--- config.mk ---
export PLATFORM = sky130hd
export DESIGN_NAME = link_irq_ctrl
export DESIGN_NICKNAME = d
export VERILOG_FILES = /design/src/rtl/lic_pkg.sv /design/src/rtl/lic_grp_ovf.sv /design/src/rtl/lic_link_reg.sv /design/src/rtl/lic_reg_port.sv /design/src/rtl/link_irq_ctrl.sv
export SDC_FILE = /design/constraint.sdc
export NUM_CORES = 1
export LEC_CHECK = 0
export ABC_AREA = 1
export BUFFER_PORTS_ARGS = -buffer_cell sky130_fd_sc_hd__buf_2
export CAP_MARGIN = 25
export CORE_UTILIZATION = 58
export DETAILED_ROUTE_END_ITERATION = 10
export PLACE_DENSITY = 0.84
export SLEW_MARGIN = 15
export SYNTH_ARGS = -nofsm -noshare
export SYNTH_HDL_FRONTEND = slang
export SYNTH_SLANG_ARGS = --single-unit
export TNS_END_PERCENT = 1
--- constraint.sdc ---
create_clock -name clk -period 2.8 [get_ports clk]
set_clock_uncertainty 0.1 [all_clocks]
set_input_delay 0.42 -clock clk [delete_from_list [all_inputs] [get_ports clk]]
set_output_delay 0.42 -clock clk [all_outputs]
set_load 0.05 [all_outputs]
--- src/rtl/lic_pkg.sv ---
package lic_pkg;
  localparam int REG_W = 8;

  // status bit positions (link 0 summary bits at the top)
  localparam int B_GOVF    = 7;
  localparam int B_TXEV    = 6;
  localparam int B_ICPCHG  = 5;
  localparam int B_ICPVIOL = 4;
  localparam int B_LODS    = 3;
  localparam int B_LIF     = 2;
  localparam int B_LCD     = 1;
  localparam int B_CNTOVF  = 0;

  typedef struct packed {
    logic icp_chg;
    logic icp_viol;
    logic lods;
    logic lif;
    logic lcd;
  } link_evt_t;
endpackage

--- src/rtl/lic_grp_ovf.sv ---
module lic_grp_ovf
  import lic_pkg::*;
#(
  parameter int NUM_GROUPS = 4
) (
  input  logic                  clk,
  input  logic                  rst_n,
  input  logic [NUM_GROUPS-1:0] ovf_set,
  input  logic [NUM_GROUPS-1:0] ovf_svc,
  output logic [REG_W-1:0]      grp_byte,
  output logic                  any_ovf
);
  localparam int PAD = REG_W - NUM_GROUPS;

  logic [NUM_GROUPS-1:0] flags;

  always_ff @(posedge clk) begin
    if (!rst_n) flags <= '0;
    else        flags <= (flags & ~ovf_svc) | ovf_set;
  end

  generate
    if (PAD > 0) begin : g_pad
      assign grp_byte = {{PAD{1'b0}}, flags};
    end else begin : g_nopad
      assign grp_byte = flags[REG_W-1:0];
    end
  endgenerate

  assign any_ovf = |flags;

  genvar g;
  generate
    for (g = 0; g < NUM_GROUPS; g++) begin : g_chk
      // a set flag stays set until serviced; R7: set beats service
      assert_grp_hold_R5: assert property (@(posedge clk) disable iff (!rst_n)
        (flags[g] && !ovf_svc[g]) |=> flags[g]);
      assert_grp_setwins_R7: assert property (@(posedge clk) disable iff (!rst_n)
        ovf_set[g] |=> flags[g]);
    end
  endgenerate
endmodule

--- src/rtl/lic_link_reg.sv ---
module lic_link_reg
  import lic_pkg::*;
#(
  parameter bit HAS_SUMMARY = 1'b0
) (
  input  logic             clk,
  input  logic             rst_n,
  input  link_evt_t        evt,
  input  logic             tx_evt,
  input  logic             grp_any,
  input  logic             cnt_set,
  input  logic             cnt_svc,
  input  logic             sts_wr,
  input  logic             en_wr,
  input  logic [REG_W-1:0] wdata,
  output logic [REG_W-1:0] sts,
  output logic [REG_W-1:0] en
);
  // bits cleared by a zero-write; bit 6 only where the summary exists
  localparam logic [REG_W-1:0] W0C_MASK = HAS_SUMMARY ? 8'h7E : 8'h3E;

  logic [REG_W-2:0] held;
  logic [REG_W-2:0] set_vec;
  logic [REG_W-2:0] clr_vec;
  logic             tx_gated;
  logic             govf_gated;

  assign tx_gated   = tx_evt  & HAS_SUMMARY;
  assign govf_gated = grp_any & HAS_SUMMARY;

  always_comb begin
    set_vec           = '0;
    set_vec[B_TXEV]   = tx_gated;
    set_vec[B_ICPCHG] = evt.icp_chg;
    set_vec[B_ICPVIOL]= evt.icp_viol;
    set_vec[B_LODS]   = evt.lods;
    set_vec[B_LIF]    = evt.lif;
    set_vec[B_LCD]    = evt.lcd;
    set_vec[B_CNTOVF] = cnt_set;
  end

  always_comb begin
    clr_vec           = {(REG_W-1){sts_wr}} & ~wdata[REG_W-2:0] & W0C_MASK[REG_W-2:0];
    clr_vec[B_CNTOVF] = cnt_svc;
  end

  always_ff @(posedge clk) begin
    if (!rst_n) begin
      held <= '0;
      en   <= '0;
    end else begin
      held <= (held & ~clr_vec) | set_vec;
      if (en_wr) en <= wdata;
    end
  end

  assign sts = {govf_gated, held};

  // a sticky bit survives a cycle without event or zero-write
  assert_sticky_R2: assert property (@(posedge clk) disable iff (!rst_n)
    (sts[B_LODS] && !(sts_wr && !wdata[B_LODS])) |=> sts[B_LODS]);
  // counter bit ignores writes, held until serviced
  assert_cnt_hold_R3: assert property (@(posedge clk) disable iff (!rst_n)
    (sts[B_CNTOVF] && !cnt_svc) |=> sts[B_CNTOVF]);
  // an event is never lost to a same-cycle clear
  assert_setwins_R7: assert property (@(posedge clk) disable iff (!rst_n)
    (evt.lif && sts_wr && !wdata[B_LIF]) |=> sts[B_LIF]);
  // links without the summary never show bits 7:6
  assert_nosum_R4: assert property (@(posedge clk) disable iff (!rst_n)
    !HAS_SUMMARY |-> (sts[B_GOVF] == 1'b0 && sts[B_TXEV] == 1'b0));
endmodule

--- src/rtl/lic_reg_port.sv ---
module lic_reg_port
  import lic_pkg::*;
#(
  parameter int          NUM_LINKS = 4,
  parameter int          ADDR_W    = 12,
  parameter logic [11:0] STS_BASE  = 12'h222,
  parameter logic [11:0] EN_BASE   = 12'h219,
  parameter logic [11:0] GRP_ADDR  = 12'h235
) (
  input  logic                       clk,
  input  logic                       rst_n,
  input  logic                       req_wr,
  input  logic                       req_rd,
  input  logic [ADDR_W-1:0]          req_addr,
  input  logic [NUM_LINKS*REG_W-1:0] sts_flat,
  input  logic [NUM_LINKS*REG_W-1:0] en_flat,
  input  logic [REG_W-1:0]           grp_byte,
  output logic [NUM_LINKS-1:0]       sts_wr,
  output logic [NUM_LINKS-1:0]       en_wr,
  output logic [REG_W-1:0]           rsp_rdata,
  output logic                       rsp_valid
);
  logic [REG_W-1:0] rd_mux;

  always_comb begin
    for (int l = 0; l < NUM_LINKS; l++) begin
      sts_wr[l] = req_wr && (req_addr == ADDR_W'(STS_BASE) + ADDR_W'(l));
      en_wr[l]  = req_wr && (req_addr == ADDR_W'(EN_BASE)  + ADDR_W'(l));
    end
  end

  always_comb begin
    rd_mux = '0;
    for (int l = 0; l < NUM_LINKS; l++) begin
      if (req_addr == ADDR_W'(STS_BASE) + ADDR_W'(l)) rd_mux = sts_flat[l*REG_W +: REG_W];
      if (req_addr == ADDR_W'(EN_BASE)  + ADDR_W'(l)) rd_mux = en_flat[l*REG_W +: REG_W];
    end
    if (req_addr == ADDR_W'(GRP_ADDR)) rd_mux = grp_byte;
  end

  always_ff @(posedge clk) begin
    if (!rst_n) begin
      rsp_rdata <= '0;
      rsp_valid <= 1'b0;
    end else begin
      rsp_valid <= req_rd;
      if (req_rd) rsp_rdata <= rd_mux;
    end
  end

  // every read is answered in the next cycle, and only then
  assert_rsp_next_R10: assert property (@(posedge clk) disable iff (!rst_n)
    req_rd |=> rsp_valid);
  assert_rsp_only_R10: assert property (@(posedge clk) disable iff (!rst_n)
    !req_rd |=> !rsp_valid);
  // at most one register decoded per write
  assert_wr_decode_R10: assert property (@(posedge clk) disable iff (!rst_n)
    $onehot0({sts_wr, en_wr}));
endmodule

--- src/rtl/link_irq_ctrl.sv ---
module link_irq_ctrl
  import lic_pkg::*;
#(
  parameter int          NUM_LINKS  = 4,
  parameter int          NUM_GROUPS = 4,
  parameter int          ADDR_W     = 12,
  parameter logic [11:0] STS_BASE   = 12'h222,
  parameter logic [11:0] EN_BASE    = 12'h219,
  parameter logic [11:0] GRP_ADDR   = 12'h235
) (
  input  logic                  clk,
  input  logic                  rst_n,
  input  logic                  req_wr,
  input  logic                  req_rd,
  input  logic [ADDR_W-1:0]     req_addr,
  input  logic [7:0]            req_wdata,
  output logic [7:0]            rsp_rdata,
  output logic                  rsp_valid,
  input  logic [NUM_LINKS-1:0]  lnk_icp_chg,
  input  logic [NUM_LINKS-1:0]  lnk_icp_viol,
  input  logic [NUM_LINKS-1:0]  lnk_lods,
  input  logic [NUM_LINKS-1:0]  lnk_lif,
  input  logic [NUM_LINKS-1:0]  lnk_lcd,
  input  logic [NUM_LINKS-1:0]  lnk_cnt_ovf,
  input  logic [NUM_LINKS-1:0]  lnk_cnt_svc,
  input  logic [NUM_GROUPS-1:0] grp_tx_done,
  input  logic [NUM_GROUPS-1:0] grp_frame,
  input  logic [NUM_GROUPS-1:0] grp_ovf_set,
  input  logic [NUM_GROUPS-1:0] grp_ovf_svc,
  output logic                  irq
);
  localparam int FLAT_W = NUM_LINKS * REG_W;

  logic [FLAT_W-1:0]    sts_flat;
  logic [FLAT_W-1:0]    en_flat;
  logic [NUM_LINKS-1:0] sts_wr;
  logic [NUM_LINKS-1:0] en_wr;
  logic [NUM_LINKS-1:0] link_hit;
  logic [REG_W-1:0]     grp_byte;
  logic                 grp_any;
  logic                 tx_any;

  assign tx_any = |(grp_tx_done | grp_frame);

  lic_grp_ovf #(.NUM_GROUPS(NUM_GROUPS)) u_grp (
    .clk      (clk),
    .rst_n    (rst_n),
    .ovf_set  (grp_ovf_set),
    .ovf_svc  (grp_ovf_svc),
    .grp_byte (grp_byte),
    .any_ovf  (grp_any)
  );

  lic_reg_port #(
    .NUM_LINKS (NUM_LINKS),
    .ADDR_W    (ADDR_W),
    .STS_BASE  (STS_BASE),
    .EN_BASE   (EN_BASE),
    .GRP_ADDR  (GRP_ADDR)
  ) u_port (
    .clk       (clk),
    .rst_n     (rst_n),
    .req_wr    (req_wr),
    .req_rd    (req_rd),
    .req_addr  (req_addr),
    .sts_flat  (sts_flat),
    .en_flat   (en_flat),
    .grp_byte  (grp_byte),
    .sts_wr    (sts_wr),
    .en_wr     (en_wr),
    .rsp_rdata (rsp_rdata),
    .rsp_valid (rsp_valid)
  );

  genvar l;
  generate
    for (l = 0; l < NUM_LINKS; l++) begin : g_link
      link_evt_t ev;
      assign ev.icp_chg  = lnk_icp_chg[l];
      assign ev.icp_viol = lnk_icp_viol[l];
      assign ev.lods     = lnk_lods[l];
      assign ev.lif      = lnk_lif[l];
      assign ev.lcd      = lnk_lcd[l];

      lic_link_reg #(.HAS_SUMMARY(l == 0)) u_reg (
        .clk     (clk),
        .rst_n   (rst_n),
        .evt     (ev),
        .tx_evt  (tx_any),
        .grp_any (grp_any),
        .cnt_set (lnk_cnt_ovf[l]),
        .cnt_svc (lnk_cnt_svc[l]),
        .sts_wr  (sts_wr[l]),
        .en_wr   (en_wr[l]),
        .wdata   (req_wdata),
        .sts     (sts_flat[l*REG_W +: REG_W]),
        .en      (en_flat[l*REG_W +: REG_W])
      );

      assign link_hit[l] = |(sts_flat[l*REG_W +: REG_W] & en_flat[l*REG_W +: REG_W]);
    end
  endgenerate

  assign irq = |link_hit;

  // interrupt requires some enable bit to be set
  assert_irq_needs_en_R9: assert property (@(posedge clk) disable iff (!rst_n)
    irq |-> (|en_flat));
  // link 0 bit 7 tracks the group summary register
  assert_govf_track_R6: assert property (@(posedge clk) disable iff (!rst_n)
    sts_flat[B_GOVF] == (|grp_byte));
  // all state is clear right after reset
  assert_reset_clear_R1: assert property (@(posedge clk)
    $rose(rst_n) |-> (sts_flat == '0 && en_flat == '0 && !irq));
endmodule

==> metrics.md, run 1 <==
| Metric | Value |
|---|---|
| H-tree depth reported by CTS | 3 |
| Max Cap Viol | 0 |
| Hold Path Origin | lnk_cnt_ovf[2] |
| Die Y | 81.3 um |
| Gate Count Post-Synth | 526 |
| Crit-path max FO | 3 |
| Share of post-route cells with drive strength above 1 | 0.225 |
| Slew Viols, Final | 0 |
| Least-Margin Pin Slew | 883 ps |
| CTS tree | yes |
| VDD IR max | 0.394 mV |
| Initial antenna violation count | 0 |
| R2r endpoint | u_port.rsp_rdata[7] |
| Final TNS setup | 0 ps |
| Slew margin rel. | 0.407 |
| Placeable Area | 0.00599 mm^2 |
| Crit Path Category | flop to output pin |
| Port bufs | 77 |
| Final core occ | 0.709 |
| RSZ-0062 raised after global routing | false |
| CTS root buf | clkbuf_8 |
| Setup crit end kind | output pin |
| Status | finished clean |
| Number of fill cells in the layout | 515 |
| FF+latch count, synth | 70 |
| All-Layer GR Usage | 0.344 |
| Drt total wl | 10,600 um |
| Worst-path clk slew | 70 ps |
| Seq/Total Area, Yosys | 0.384 |
| Leading area contributor after synthesis | dfxtp_1 |
| Grt total ovfl | 0 |
| Top post-synthesis cells by area | dfxtp_1 (38%), nand2_1 (9.6%), nor2_1 (8.5%) |
| First-pass GRT wire length | 16,500 um |
| Top cells by count, synth | nand2_1 (93), nor2_1 (83), inv_1 (72), dfxtp_1 (70), a21oi_1 (41) |
| Row cnt | 28 |
| Worst reg2reg path depth | 6 |
| Final worst-path cycle share | 0.826 |
| Yosys warnings | 0 |
| Initial cell density of the core | 0.609 |
| Post_cts resized | 0 |
| Power per cell area | 472 mW/mm^2 |
| DR vias | 3,795 |
| Vias/cell | 5.56 |
| DRC errors left | 0 |
| Syn nets | 594 |
| Critical path's largest stage delay | 340 ps |
| CP required | 2280 ps |
| Clk sinks | 70 |
| WP data arrival | 1790 ps |
| CP top delay family | simple AND/OR/NAND/NOR gates |
| Max Freq | 433 MHz |
| Final hold violations | 0 |
| Buf/Inv on CP | 1 |
| Ys async rst share | 0 |
| Final setup viols | 0 |
| Number of synthesized flops with an enable pin | 0 |
| Drt initial violations | 251 |
| DR pass1 iterations | 6 |
| Worst Hold End | g_link[2].u_reg.held[0] |
| Placer Congestion | 0.993 |
| Syn Area/Cell | 6.93 um^2 |
| I/O pin total | 78 |
| Num CTS Buffers | 9 |
| Final net count | 671 |
| N_diodes | 0 |
| Slowest library cell on the worst path | dfxtp_1 |
| Hold-fix buffers, CTS | 0 |
| LEAKAGE | 1.96 nW |
| Startpoint Class | flop |
| Top cell type's share of synthesized area | 0.384 |
| Primary FF master, synth | dfxtp_1 |
| Worst r2r src | u_grp.flags[3] |
| Post-layout min period | 2310 ps |
| Die ar. | 0.00661 mm^2 |
| Internal reg-to-reg setup slack | 1230 ps |
| Area Overhead vs Synth | 16.4% |
| Die X | 81.3 um |
| WHS Path Cells | 3 |
| Mapped Area | 0.00365 mm^2 |
| Post-DRT Antenna Nets | 0 |
| Worst-Skew Late Latency | 350 ps |
| Critical-path cell list | nor4_1, o21ai_0, a221oi_1, nand4_1, buf_2 |
| Pin count of the biggest net entering global routing | 36 |
| Post-DP HPWL | 8250 um |
| Distinct cells, synth | 35 |
| Vias in the first global route | 3,377 |
| Post-CTS Repair Setup Buffers | 0 |
| Routed len/inst | 15.6 um |
| Clk buf depth | 2 |
| Most common cell in the netlist | nand2_1 |
| Type of the worst min-delay path | input pin to flop |
kinds of logic (layout without fill, tap and decap cells):
| family | count (synthesis) | count (layout) | share of synthesized area |
|---|---|---|---|
| AND/OR/NAND/NOR | 241 | 241 | 0.310 |
| AO/OA/AOI/OAI | 118 | 118 | 0.198 |
| buffers and inverters | 97 | 179 | 0.107 |
| flip-flops | 70 | 70 | 0.384 |
how the worst max path moves through the flow:
stage / startpoint / end / depth (start not counted)
2_1_floorplan: u_grp.flags[3] / irq / 4
3_3_place_gp: req_addr[8] / u_port.rsp_rdata[7] / 10
3_5_place_dp: req_addr[8] / g_link[2].u_reg.en[4] / 8
4_1_cts: u_grp.flags[3] / irq / 5
5_1_grt: u_grp.flags[3] / irq / 5
6_report: u_grp.flags[3] / irq / 5
tightest hold or removal path: stages:
cell,delay [ps]
buf_2,70
a21oi_1,30
nor2_1,60
layer usage:
layer | up-vias | wire, um | GRT usage
li1 | 1884 | - | -
met1 | 1695 | 4610 | 0.431
met2 | 176 | 4700 | 0.533
met3 | 40 | 786 | 0.0820
met4 | 0 | 525 | 0.204
met5 | - | 0 | 0
cell type report:
cell class                 instances  area [um^2]  share of cell area
multi-input combinational        359         1850               0.436
sequential                        70         1400               0.330
timing repair buffer              80          408              0.0961
inverter                          83          312              0.0734
clock buffer                      13          159              0.0374
tap                               75         93.8              0.0221
clock inverter                     3         18.8             0.00442
sequential cells by signal, summed over array words and instances (netlist names):
register	count
g_link.u_reg.en	32
g_link.u_reg.held	25
u_port.rsp_rdata	8
u_grp.flags	4
u_port.rsp_valid	1
layout by cell type (no fill, tap or decap), drive strengths merged:
cell,n
a211oi,32
a21oi,41
a221oi,2
a31oi,1
and2,1
buf,80
clkbuf,13
clkinv,3
dfxtp,70
inv,83
nand2,96
nand3,28
nand4,7
nor2,96
nor3,4
nor4,7
o2111ai,2
o21ai,36
o21bai,1
o22ai,3
or2,1
or3,1
stage by stage:
step                power [mW]  std cells  area (um^2)  hold slack, ps  setup slack, ps
global route              2.08        683         4250             173              325
finish                    2.01        683         4250             170              488
detailed placement        1.27        667         4070             364              571
CTS                       2.01        683         4250             167              499
floorplan                 1.18        526         3650             350              882
global placement          1.27        667         4070             353              585
report_power, final:
group | internal, mW | total (mW) | switching, mW
sequential | 1.03 | 1.05 | 0.0260
clock | 0.369 | 0.750 | 0.381
combinational | 0.0708 | 0.202 | 0.131
total | 1.47 | 2.01 | 0.538
Power figures use the tool's default switching activity.
==> run 2, diff against run 1 <==
- ABC_AREA: 1 -> 0
- CORE_UTILIZATION: 58 -> 55
- PLACE_DENSITY: 0.84 -> 0.8
- clock period: 2.8 -> 2.3 ns (I/O delays scaled with it)
==> run 2 against run 1 <==
Net effect: the run now ends with setup timing left; routed wire length is 19% higher; synthesized cell count is 13% lower; clock power is 36% higher; critical path type unchanged; via count is 6.3% higher.
==> metrics.md, run 2 <==
| Metric | Value |
|---|---|
| Status | complete, but fails checks (was finished clean) |
| Failing checks | setup timing |
| Port bufs | 77 (unchanged) |
| M1 WL | 5280 um (was 4610 um) |
| Worst r2r src | g_link[2].u_reg.held[3] (was u_grp.flags[3]) |
| Worst-Skew Late Latency | 350 ps (about the same) |
| Hold Path Origin | grp_ovf_set[3] (was lnk_cnt_ovf[2]) |
| Post-CTS Repair Setup Buffers | 0 (unchanged) |
| Gate Count Post-Synth | 458 (was 526) |
| Drt initial violations | 394 (was 251) |
| Vias in the first global route | 3,886 (was 3,377) |
| Leading area contributor after synthesis | dfxtp_1 (unchanged) |
| Top cell type's share of synthesized area | 0.385 (was 0.384) |
| Post-DRT Antenna Nets | 0 (unchanged) |
| Final net count | 622 (was 671) |
| Worst Hold End | u_grp.flags[3] (was g_link[2].u_reg.held[0]) |
| Hold_ws | 103 ps (was 170 ps) |
| Largest register FFs | 32 (unchanged) |
| WP data arrival | 1960 ps (was 1790 ps) |
| Die X | 83.3 um (was 81.3 um) |
| Dpl ws | -3.80 ps (was 571 ps) |
| Type of the worst min-delay path | input pin to flop (unchanged) |
| Least-Margin Pin Slew | 622 ps (was 883 ps) |
| DR vias | 4,035 (was 3,795) |
| DRC errors left | 0 (unchanged) |
| Worst-path clk slew | 70 ps (about the same) |
| DR WL met2 | 5780 um (was 4700 um) |
| Crit Path Category | flop to output pin (unchanged) |
| Syn nets | 526 (was 594) |
| Crit-path max FO | 3 (unchanged) |
| Worst setup margin | -103 ps (was 488 ps) |
| Cell area after layout | 0.00448 mm^2 (was 0.00425 mm^2) |
| Internal reg-to-reg setup slack | 570 ps (was 1230 ps) |
| Seq/Total Area, Yosys | 0.385 (was 0.384) |
| Area after DPL | 0.00425 mm^2 (was 0.00407 mm^2) |
| CTS tree | yes (unchanged) |
| Max Used Layer | met4 (unchanged) |
| Die ar. | 0.00694 mm^2 (was 0.00661 mm^2) |
| Max Freq | 416 MHz |
| Final TNS setup | -103 ps (was 0 ps) |
| All-Layer GR Usage | 0.377 (was 0.344) |
| Primary FF master, synth | dfxtp_1 (unchanged) |
| Ys async rst share | 0 (unchanged) |
| Placeable Area | 0.00635 mm^2 (was 0.00599 mm^2) |
| Max Cap Viol | 0 (unchanged) |
| R2r endpoint | u_port.rsp_rdata[3] (was u_port.rsp_rdata[7]) |
| I/O pin total | 78 (unchanged) |
| RSZ-0062 raised after global routing | true (was false) |
| Post-DP HPWL | 9600 um (was 8250 um) |
| WHS Path Cells | 3 (unchanged) |
| Clk sinks | 70 (unchanged) |
| Post-layout min period | 2400 ps |
| CTS root buf | clkbuf_8 (unchanged) |
| Final setup viols | 1 (was 0) |
| H-tree depth reported by CTS | 3 (unchanged) |
| Slew Viols, Final | 0 (unchanged) |
| Clk buf depth | 2 (unchanged) |
| Initial antenna violation count | 0 (unchanged) |
| Power per cell area | 583 mW/mm^2 (was 472 mW/mm^2) |
| VDD IR max | 0.643 mV (was 0.394 mV) |
| FF+latch count, synth | 70 (unchanged) |
| DR pass1 iterations | 5 (was 6) |
| Initial cell density of the core | 0.573 (was 0.609) |
| Setup crit end kind | output pin (unchanged) |
| Met3 WL post-DR | 1180 um (was 786 um) |
| Routed len/inst | 20.0 um (was 15.6 um) |
| Area Overhead vs Synth | 23.0% (was 16.4%) |
| Vias/cell | 6.34 (was 5.56) |
| LEAKAGE | 1.79 nW (was 1.96 nW) |
| Top cells by count, synth | dfxtp_1 (70), a21oi_1 (62), inv_1 (34), nand3_1 (33) (was nand2_1 (93), nor2_1 (83), inv_1 (72), dfxtp_1 (70), a21oi_1 (41)) |
| Distinct cells, synth | 60 (was 35) |
| Share of post-route cells with drive strength above 1 | 0.259 (was 0.225) |
| Mapped Area | 0.00364 mm^2 (was 0.00365 mm^2) |
| Number of fill cells in the layout | 551 (was 515) |
| Startpoint Class | flop (unchanged) |
| Worst reg2reg path depth | 5 (was 6) |
| Slew margin rel. | 0.575 (was 0.407) |
| Grt total ovfl | 0 (unchanged) |
| N_diodes | 0 (unchanged) |
| Commonest non-fill, non-tap cells in the layout | buf_2 (76), dfxtp_1 (69), a21oi_1 (62), inv_1 (34), nand3_1 (33) (was nand2_1 (93), nor2_1 (83), buf_2 (77), inv_1 (71), dfxtp_1 (70)) |
| Die Y | 83.3 um (was 81.3 um) |
| Most common cell in the netlist | dfxtp_1 (was nand2_1) |
| First-pass GRT wire length | 20,300 um (was 16,500 um) |
| Num CTS Buffers | 9 (unchanged) |
| Regs by FF count | g_link.u_reg.en: 32 flops, g_link.u_reg.held: 25 flops, u_port.rsp_rdata: 8 flops (unchanged) |
| Final hold violations | 0 (unchanged) |
| Yosys warnings | 0 (unchanged) |
| Placer Congestion | 0.941 (was 0.993) |
| Reg with most FFs | g_link.u_reg.en (unchanged) |
| Syn Area/Cell | 7.94 um^2 (was 6.93 um^2) |
| Final worst-path cycle share | 1.04 |
| Top post-synthesis cells by area | dfxtp_1 (39%), a21oi_1 (8.5%), nand3_1 (4.5%) (was dfxtp_1 (38%), nand2_1 (9.6%), nor2_1 (8.5%)) |
| Number of synthesized flops with an enable pin | 0 (unchanged) |
| CP required | 1860 ps (was 2280 ps) |
| Drt total wl | 12,700 um (was 10,600 um) |
| Pin count of the biggest net entering global routing | 55 (was 36) |
| Most common cell after layout, fill and taps aside | buf_2 (was nand2_1) |
| Row cnt | 29 (was 28) |
[run 2: changes by cell type after synthesis, sizes merged, moves of 6 or more]
cell,before,now
nand2,96,33
nor2,96,33
inv,83,35
a211oi,32,1
a21oi,41,62
mux2i,0,9
nand2b,0,9
a22oi,0,8
clkbuf,8,16
nor3,4,11
a22o,0,6
[run 2: through the flow]
stage               power [mW]   util  std cells
floorplan                 1.45      -        458
global placement          1.59  0.669        620
detailed placement        1.60  0.669        620
CTS                       2.61  0.704        636
global route              2.69  0.705        636
finish                    2.61  0.705        636
[run 2: layout make-up]
type / count / area [um^2] / area share
inverter: 36 / 135 / 0.0302
clock buffer: 10 / 128 / 0.0285
tap: 77 / 96.3 / 0.0215
clock inverter: 6 / 71.3 / 0.0159
timing repair buffer: 108 / 628 / 0.140
multi-input combinational: 329 / 2010 / 0.450
sequential: 70 / 1400 / 0.313
[run 2: worst max path at each step]
stage,start,endpoint,cells after the start
2_1_floorplan,req_addr[8],u_port.rsp_rdata[1],5
3_3_place_gp,req_addr[8],u_port.rsp_rdata[1],6
3_5_place_dp,req_addr[8],u_port.rsp_rdata[1],6
4_1_cts,u_grp.flags[2],irq,5
5_1_grt,u_grp.flags[2],irq,5
6_report,u_grp.flags[2],irq,5
[run 2: cell families (layout without fill, tap and decap cells)]
kind of cell,Yosys count,count (layout),share of synthesized area
compound gates,152,152,0.260
simple gates,168,168,0.265
mux,9,9,0.0248
flops,70,70,0.385
buf+inv,59,160,0.0657
[run 2: repair_timing]
| item | 4_1_cts | 5_1_grt |
|---|---|---|
| pin swaps | 1 | 0 |
| hold buffers | 0 | 0 |
| endpoints found under the setup margin | 1 | 1 |
| resized for setup | 7 | 1 |
[run 2: where the power goes]
group,total (mW),internal [mW],leakage (nW),switching (mW)
sequential,1.30,1.25,0.575,0.0437
clock,1.02,0.509,0.0931,0.515
combinational,0.288,0.110,1.12,0.178
[run 2: critical path, cell delays in order (launching register included)]
cell     delay [ps]
dfxtp_2         330
or4_4           560
nand2_2          90
nand4_1         110
or3_4           360
buf_8           160
[run 2: per-layer routing]
metal  vias up  GRT usage
met1      1908      0.493
met2       215      0.600
met3        43     0.0785
met4         0      0.161
li1       1869          -
met5         -          0
